File: src/rtl/crc_serial_pkg.sv
package crc_serial_pkg;

  localparam int unsigned CRC_MAX_W = 64;
  typedef logic [CRC_MAX_W-1:0] crc_word_t;

  function automatic crc_word_t width_mask(int unsigned w);
    crc_word_t m;
    m = '0;
    for (int unsigned i = 0; i < CRC_MAX_W; i++) if (i < w) m[i] = 1'b1;
    return m;
  endfunction

  function automatic crc_word_t bit_rev(crc_word_t v, int unsigned w);
    crc_word_t r;
    r = '0;
    for (int unsigned i = 0; i < CRC_MAX_W; i++) if (i < w) r[w-1-i] = v[i];
    return r;
  endfunction

  // Raw remainder left by a correct frame when the appended CRC was complemented:
  // equivalent to feeding w ones into a zeroed msbit-form register.
  function automatic crc_word_t ones_residue(crc_word_t poly, int unsigned w);
    crc_word_t s;
    logic      fb;
    s = '0;
    for (int unsigned i = 0; i < CRC_MAX_W; i++) begin
      if (i < w) begin
        fb = s[w-1] ^ 1'b1;
        s  = (s << 1) & width_mask(w);
        if (fb) s = s ^ (poly & width_mask(w));
      end
    end
    return s;
  endfunction

endpackage

File: src/rtl/crc_bit_step.sv
module crc_bit_step #(
  parameter int unsigned WIDTH     = 16,
  parameter bit          LSB_FIRST = 1'b0,
  parameter logic [WIDTH-1:0] TAP  = 16'h1021
) (
  input  logic [WIDTH-1:0] state_i,
  input  logic             bit_i,
  output logic [WIDTH-1:0] state_o
);

  logic fb;

  generate
    if (LSB_FIRST) begin : g_lsb
      always_comb begin
        fb      = state_i[0] ^ bit_i;
        state_o = (state_i >> 1) ^ (fb ? TAP : '0);
      end
    end else begin : g_msb
      always_comb begin
        fb      = state_i[WIDTH-1] ^ bit_i;
        state_o = (state_i << 1) ^ (fb ? TAP : '0);
      end
    end
  endgenerate

endmodule

File: src/rtl/crc_residue_flag.sv
module crc_residue_flag #(
  parameter int unsigned      WIDTH   = 16,
  parameter logic [WIDTH-1:0] RESIDUE = '0
) (
  input  logic             clk_i,
  input  logic             rst_ni,
  input  logic             eom_i,
  input  logic [WIDTH-1:0] state_i,
  output logic             ok_o
);

  always_ff @(posedge clk_i or negedge rst_ni) begin
    if (!rst_ni) ok_o <= 1'b0;
    else         ok_o <= eom_i && (state_i == RESIDUE);
  end

  p_flag_after_eom_r7: assert property (@(posedge clk_i) disable iff (!rst_ni)
    ok_o |-> $past(eom_i));

  p_flag_low_on_mismatch_r8: assert property (@(posedge clk_i) disable iff (!rst_ni)
    (eom_i && state_i != RESIDUE) |=> !ok_o);

endmodule

File: src/rtl/crc_serial_engine.sv
module crc_serial_engine
  import crc_serial_pkg::*;
#(
  parameter int unsigned      WIDTH      = 16,
  parameter logic [WIDTH-1:0] POLY       = 16'h1021,
  parameter bit               LSB_FIRST  = 1'b0,
  parameter bit               PRESET_EN  = 1'b1,
  parameter logic [WIDTH-1:0] PRESET     = '1,
  parameter bit               INVERT_OUT = 1'b1
) (
  input  logic             clk_i,
  input  logic             rst_ni,
  input  logic             start_i,
  input  logic             valid_i,
  input  logic             data_i,
  input  logic             last_i,
  output logic [WIDTH-1:0] crc_o,
  output logic             check_ok_o
);

  localparam crc_word_t        TAP_W     = LSB_FIRST ? bit_rev(crc_word_t'(POLY), WIDTH)
                                                     : crc_word_t'(POLY);
  localparam logic [WIDTH-1:0] TAP       = TAP_W[WIDTH-1:0];
  localparam logic [WIDTH-1:0] START_VAL = PRESET_EN ? PRESET : '0;
  localparam logic [WIDTH-1:0] OUT_MASK  = INVERT_OUT ? '1 : '0;
  localparam crc_word_t        RES_MSB   = ones_residue(crc_word_t'(POLY), WIDTH);
  localparam crc_word_t        RES_W     = LSB_FIRST ? bit_rev(RES_MSB, WIDTH) : RES_MSB;
  localparam logic [WIDTH-1:0] RESIDUE   = INVERT_OUT ? RES_W[WIDTH-1:0] : '0;

  logic [WIDTH-1:0] raw_q, raw_d, base, stepped;

  assign base = start_i ? START_VAL : raw_q;

  crc_bit_step #(
    .WIDTH    (WIDTH),
    .LSB_FIRST(LSB_FIRST),
    .TAP      (TAP)
  ) u_step (
    .state_i(base),
    .bit_i  (data_i),
    .state_o(stepped)
  );

  assign raw_d = valid_i ? stepped : base;

  always_ff @(posedge clk_i or negedge rst_ni) begin
    if (!rst_ni) raw_q <= START_VAL;
    else         raw_q <= raw_d;
  end

  assign crc_o = raw_q ^ OUT_MASK;

  crc_residue_flag #(
    .WIDTH  (WIDTH),
    .RESIDUE(RESIDUE)
  ) u_flag (
    .clk_i  (clk_i),
    .rst_ni (rst_ni),
    .eom_i  (valid_i && last_i),
    .state_i(stepped),
    .ok_o   (check_ok_o)
  );

  p_hold_when_idle_r5: assert property (@(posedge clk_i) disable iff (!rst_ni)
    (!start_i && !valid_i) |=> $stable(crc_o));

  p_start_loads_preset_r2: assert property (@(posedge clk_i) disable iff (!rst_ni)
    (start_i && !valid_i) |=> (crc_o == (START_VAL ^ OUT_MASK)));

endmodule

File: config.mk
export PLATFORM = sky130hd
export DESIGN_NAME = crc_serial_engine
export DESIGN_NICKNAME = d
export VERILOG_FILES = /design/src/rtl/crc_serial_pkg.sv /design/src/rtl/crc_bit_step.sv /design/src/rtl/crc_residue_flag.sv /design/src/rtl/crc_serial_engine.sv
export SDC_FILE = /design/constraint.sdc
export NUM_CORES = 1
export LEC_CHECK = 0
export ABC_AREA = 0
export CAP_MARGIN = 20
export CORE_MARGIN = 10
export CORE_UTILIZATION = 63
export DETAILED_ROUTE_END_ITERATION = 10
export DONT_BUFFER_PORTS = 1
export PLACE_DENSITY = 0.79
export SYNTH_ARGS = -nofsm -noshare
export SYNTH_HDL_FRONTEND = slang
export SYNTH_SLANG_ARGS = --single-unit
File: constraint.sdc
create_clock -name clk_i -period 2.4 [get_ports clk_i]
set_input_delay 0.36 -clock clk_i [delete_from_list [all_inputs] [get_ports clk_i]]
set_output_delay 0.36 -clock clk_i [all_outputs]
set_load 0.03 [all_outputs]
==> metrics, run 1 <==
outcome=finished clean; Startpoint Class=flop; largest net degree at the start of global routing=34; Seq/Total Area, Yosys=53.2%; Max-Cap Viols=0; Slew Limit Fails=0; Die Height=56.5 µm; pwr dens=685 mW/mm²; H-tree levels=1; cts repair resizes=0; WS Path Type=flop to output port; gpl congestion=0.728; Leakage=0.000433 µW; Fmax=714 MHz; TritonCTS buffer count=3; Die Wd=56.5 µm; Ports=23; YS warnings=0; DRT Pass-1 Iters=4; Fin Clk Skew=0.00199 ns; Period minus WS final=1.40 ns; Setup crit end kind=output port; Reg2Reg Depth=3; FP Rows=13; most frequent cells in the layout=inv_1 (16), dfstp_2 (16), nand2_1 (14), o211ai_1 (13), nor2_1 (4); Routed WL=1770 µm; ANT cells=0; worst setup margin=1.00 ns; Place WS=1.16 ns; Mapped Cells=88; GRT Util Overall=10.8%; setup violators final=0; critical path cell sequence=inv_1; clock root buffer=clkbuf_4; Slowest-stage cell, CP=dfstp_2; Routed Antenna Nets=0; Worst Path Buf+Inv=1; CTS sink cnt=17; Worst-Skew Late Latency=0.28 ns; Area growth syn-to-layout=2.99%; Hold Crit Class=input pin to flop; Starting Density=66.0%; number of global-route vias before repair=637; Clk pin slew, worst setup/hold paths=0.10 ns; NumNets Final=95; synthesized area per cell=9.51 µm²; top cells by area, synth=dfstp_2 (50%), o211ai_1 (12%), inv_1 (7.2%), nand2_1 (6.3%), dfrtp_1 (3.0%); Worst Hold Depth=1; post-DP HPWL=1280 µm; routed vias=609; CTS tree=done; Post-route DRC=0; Worst VDD drop=411 µV; initial antenna violation count=0; Cell Area, Synth=837 µm²; layout cells sized above 1=23.9%; Max-Slew Margin vs Limit=52.8%; worst-path fanout max=5; Worst path max stage delay=0.59 ns; logic depth of the worst path, buffers included=1; I/O Buffers=0; routed len/inst=17.2 µm; die area=0.00319 mm²; library cells used by synthesis=21; final worst path period share=58.4%; first-pass GRT wire length=2910 µm; GRT overflow=0; RSZ-0062 raised after global routing=false; count of state elements after synthesis=17; Synth area leader=dfstp_2; Crit path required time=2.04 ns; postcts setup bufs=0; Iter 0 DRT Violations=18; Setup TNS Final=0 ns; Core Footprint=0.00127 mm²; vias per cell=5.91; measured slew at the worst slew-check pin=0.705 ns; top cell type's share of synthesized area=50.2%; Synthesized Nets=94; final-report hold violation count=0; Max Buffers Root-to-Sink=2; delay-heaviest family, CP=flip-flops; CP arrival=1.04 ns
## routing by layer
layer / vias to the layer above / track usage [%] / wire length [µm]
met5: - / 0 / 0
met4: 0 / 4.81 / 0
met3: 0 / 4.04 / 135
met2: 14 / 18.2 / 869
met1: 301 / 11.8 / 766
li1: 294 / - / -
## flip-flops by register name, indices dropped and copies added (netlist names)
register and flops:
raw_q 16, u_flag.ok_o 1
## final cells by class
| type | count | area (µm²) |
|---|---|---|
| Clock buffer | 4 | 26.3 |
| Fill cell | 99 | 407 |
| Inverter | 17 | 63.8 |
| Multi-Input combinational cell | 49 | 298 |
| Sequential cell | 17 | 445 |
| Tap cell | 15 | 18.8 |
| Timing Repair Buffer | 1 | 10.0 |
## Yosys cell counts, drive strengths merged
cell	number
buf	5
nor4	1
inv	17
nand3	1
dfrtp	1
and4b	1
nor4b	1
nand2	14
nor2	4
xor2	1
o22ai	2
a21oi	3
dfstp	16
o21a	2
nor2b	1
nand4	2
o22a	1
o211ai	13
xnor2	2
## path summary, 6_finish.rpt
check	from	endpoint	slack, ns
worst max-delay path	raw_q[15]	crc_o[15]	1.0
worst min-delay path	valid_i	raw_q[13]	0.15
worst max register to register	raw_q[7]	u_flag.ok_o	1.15
worst min register to register	raw_q[6]	raw_q[7]	0.52
max in group asynchronous	rst_ni	u_flag.ok_o	1.40
min in group asynchronous	rst_ni	u_flag.ok_o	0.56
## worst register-to-register path, cell delays in order, from the launching register on
cell	delay, ns
dfstp_2	0.56
nor4b_1	0.25
nand3_1	0.15
nor4_2	0.22
## timing repair
action	in CTS	in global routing
endpoints found under the hold margin	17	0
hold buffers	1	0
endpoints found under the setup margin	0	0
## kinds of logic (layout without fill, tap and decap cells)
logic type             count (synthesis)  in the layout  share of synthesized area (%)
AO/OA/AOI/OAI                         21             21                           17.8
XOR/XNOR                               3              3                           3.14
flip-flops                            17             17                           53.2
AND/OR/NAND/NOR                       25             25                           14.6
buffers and inverters                 22             22                           11.2
## power breakdown
part | internal [µW] | leakage [µW] | total, µW | switching, µW
logic | 24.9 | 0.000236 | 102 | 77.6
registers | 321 | 0.000183 | 338 | 17.4
clock network | 64.5 | 0.0000150 | 150 | 85.2
## metrics by stage
stage | utilization [%] | total power, µW | hold slack (ns) | area, µm² | cells
after global placement | 65.1 | 437 | 0.0652 | 826 | 98
after detailed placement | 65.1 | 439 | 0.0651 | 826 | 98
after global routing | 67.9 | 622 | 0.122 | 862 | 103
final | 67.9 | 590 | 0.153 | 862 | 103
after floorplan | - | 432 | 0.0644 | 837 | 88
after CTS | 67.9 | 596 | 0.136 | 862 | 103
Power figures use the tool's default switching activity.
==> run 2, diff against run 1 <==
Settings changed: CORE_UTILIZATION 63 to 59, PLACE_DENSITY 0.79 to 0.75.
Clock period 2.4 ns to 1.4 ns, I/O delays scaled along.
==> metrics, run 2 (synthesized netlist as in run 1, its figures left out) <==
Worst path max stage delay=0.56 ns; Worst VDD drop=839 µV; Setup crit end kind=output port; Iter 0 DRT Violations=18; layout cells sized above 1=27.2%; clock root buffer=clkbuf_4; Worst-Skew Late Latency=0.29 ns; first-pass GRT wire length=3220 µm; Slowest-stage cell, CP=dfstp_2; Max-Cap Viols=0; Post-route DRC=0; Setup TNS Final=0 ns; registers with the most flip-flops=raw_q: 16 flops, u_flag.ok_o: 1 flops; GRT overflow=0; CP arrival=1.08 ns; final-report hold violation count=0; most frequent cells in the layout=inv_1 (16), dfstp_2 (16), nand2_1 (14), o211ai_1 (13), nor2_1 (4); routed vias=631; busiest grt layer=met2; Die Wd=57.7 µm; number of global-route vias before repair=687; Max-Slew Margin vs Limit=51.2%; worst-path fanout max=3; Leakage=0.000456 µW; Max Buffers Root-to-Sink=2; Fmax=776 MHz; gpl congestion=0.720; outcome=finished clean; max reg flops=16; Slew Limit Fails=0; CTS tree=done; GRT Util Overall=11.7%; Crit path required time=1.19 ns; routed len/inst=17.9 µm; H-tree levels=1; measured slew at the worst slew-check pin=0.729 ns; Routed WL=1920 µm; placed inst area=848 µm²; die area=0.00333 mm²; met3 Use GR=4.36%; Area growth syn-to-layout=7.03%; Startpoint Class=flop; postcts setup bufs=0; M1 GR Usage=13.3%; final worst path period share=92.0%; initial antenna violation count=0; Die Height=57.7 µm; setup violators final=0; Starting Density=63.5%; TritonCTS buffer count=3; fillers=107; RSZ-0062 raised after global routing=false; NumNets Final=99; Place WS=0.195 ns; critical path cell sequence=inv_1 > buf_4; Ports=23; vias per cell=5.90; I/O Buffers=0; Routed Antenna Nets=0; Hold Crit Class=input pin to flop; largest net degree at the start of global routing=25; met2 usage=19.6%; worst setup margin=0.112 ns; DRT Pass-1 Iters=5; Reg with most FFs=raw_q; Clk pin slew, worst setup/hold paths=0.10 ns; post-DP HPWL=1400 µm; Period minus WS final=1.29 ns; Fin Clk Skew=0.00477 ns; FP Rows=13; Pwr Total=1030 µW; CTS sink cnt=17; pwr dens=1150 mW/mm²; ANT cells=0; WS Path Type=flop to output port; Core Footprint=0.00132 mm²; Finished Cell Area=896 µm²
[run 2: cell count changes in the layout (fill, tap and decap cells not counted)]
cell | previous run | this run
clkinv_2 | 0 | 1
clkbuf_1 | 1 | 0
buf_4 | 0 | 3
dlygate4sd3_1 | 1 | 2
[run 2: timing repair]
action                                 CTS  global route
setup endpoints to repair                0             0
resized for setup                        0             0
hold buffers                             2             0
endpoints found under the hold margin   27             0
[run 2: metrics by stage]
stage               std cells  hold slack, ns  util, %
finish                    107          0.0137     68.0
CTS                       107          0.0107     68.0
floorplan                  88         -0.0856        -
detailed placement        101         -0.0848     64.4
global route              107         0.00381     68.0
global placement          101         -0.0849     64.4
[run 2: cell type report]
class / instances / area [µm²] / share of cell area (%)
clock inverters: 1 / 5.00 / 0.559
repair buffers: 5 / 42.5 / 4.75
flip-flops and latches: 17 / 445 / 49.7
clock buffers: 3 / 22.5 / 2.51
multi-input cells: 49 / 298 / 33.2
inverters: 17 / 63.8 / 7.12
well taps: 15 / 18.8 / 2.09
[run 2: worst max-delay path: cells and delay by family, from the launching register on]
kind     cells  cell delay, ns
buf+inv      2            0.24
flops        1            0.56
[run 2: worst paths after layout]
path | start | to | slack (ns) | cells after the start
max in group asynchronous | rst_ni | u_flag.ok_o | 0.54 | 1
min in group asynchronous | rst_ni | u_flag.ok_o | 0.41 | 1
min | valid_i | raw_q[15] | 0.01 | 1
max | raw_q[11] | crc_o[11] | 0.11 | 2
max reg2reg | raw_q[7] | u_flag.ok_o | 0.17 | 3
min reg2reg | raw_q[1] | raw_q[2] | 0.51 | 2
[run 2: report_power, final]
| group | total [µW] | leakage, µW | switching [µW] | internal (µW) |
|---|---|---|---|---|
| sequential | 580 | 0.000183 | 30.8 | 550 |
| clock | 259 | 0.0000177 | 153 | 106 |
| combinational | 192 | 0.000255 | 140 | 52.9 |
[run 2: per-layer routing]
layer  vias up  wire length (µm)
met2        27               937
li1        299                 -
met5         -                 0
met4         0                17
met1       303               800
met3         2               162
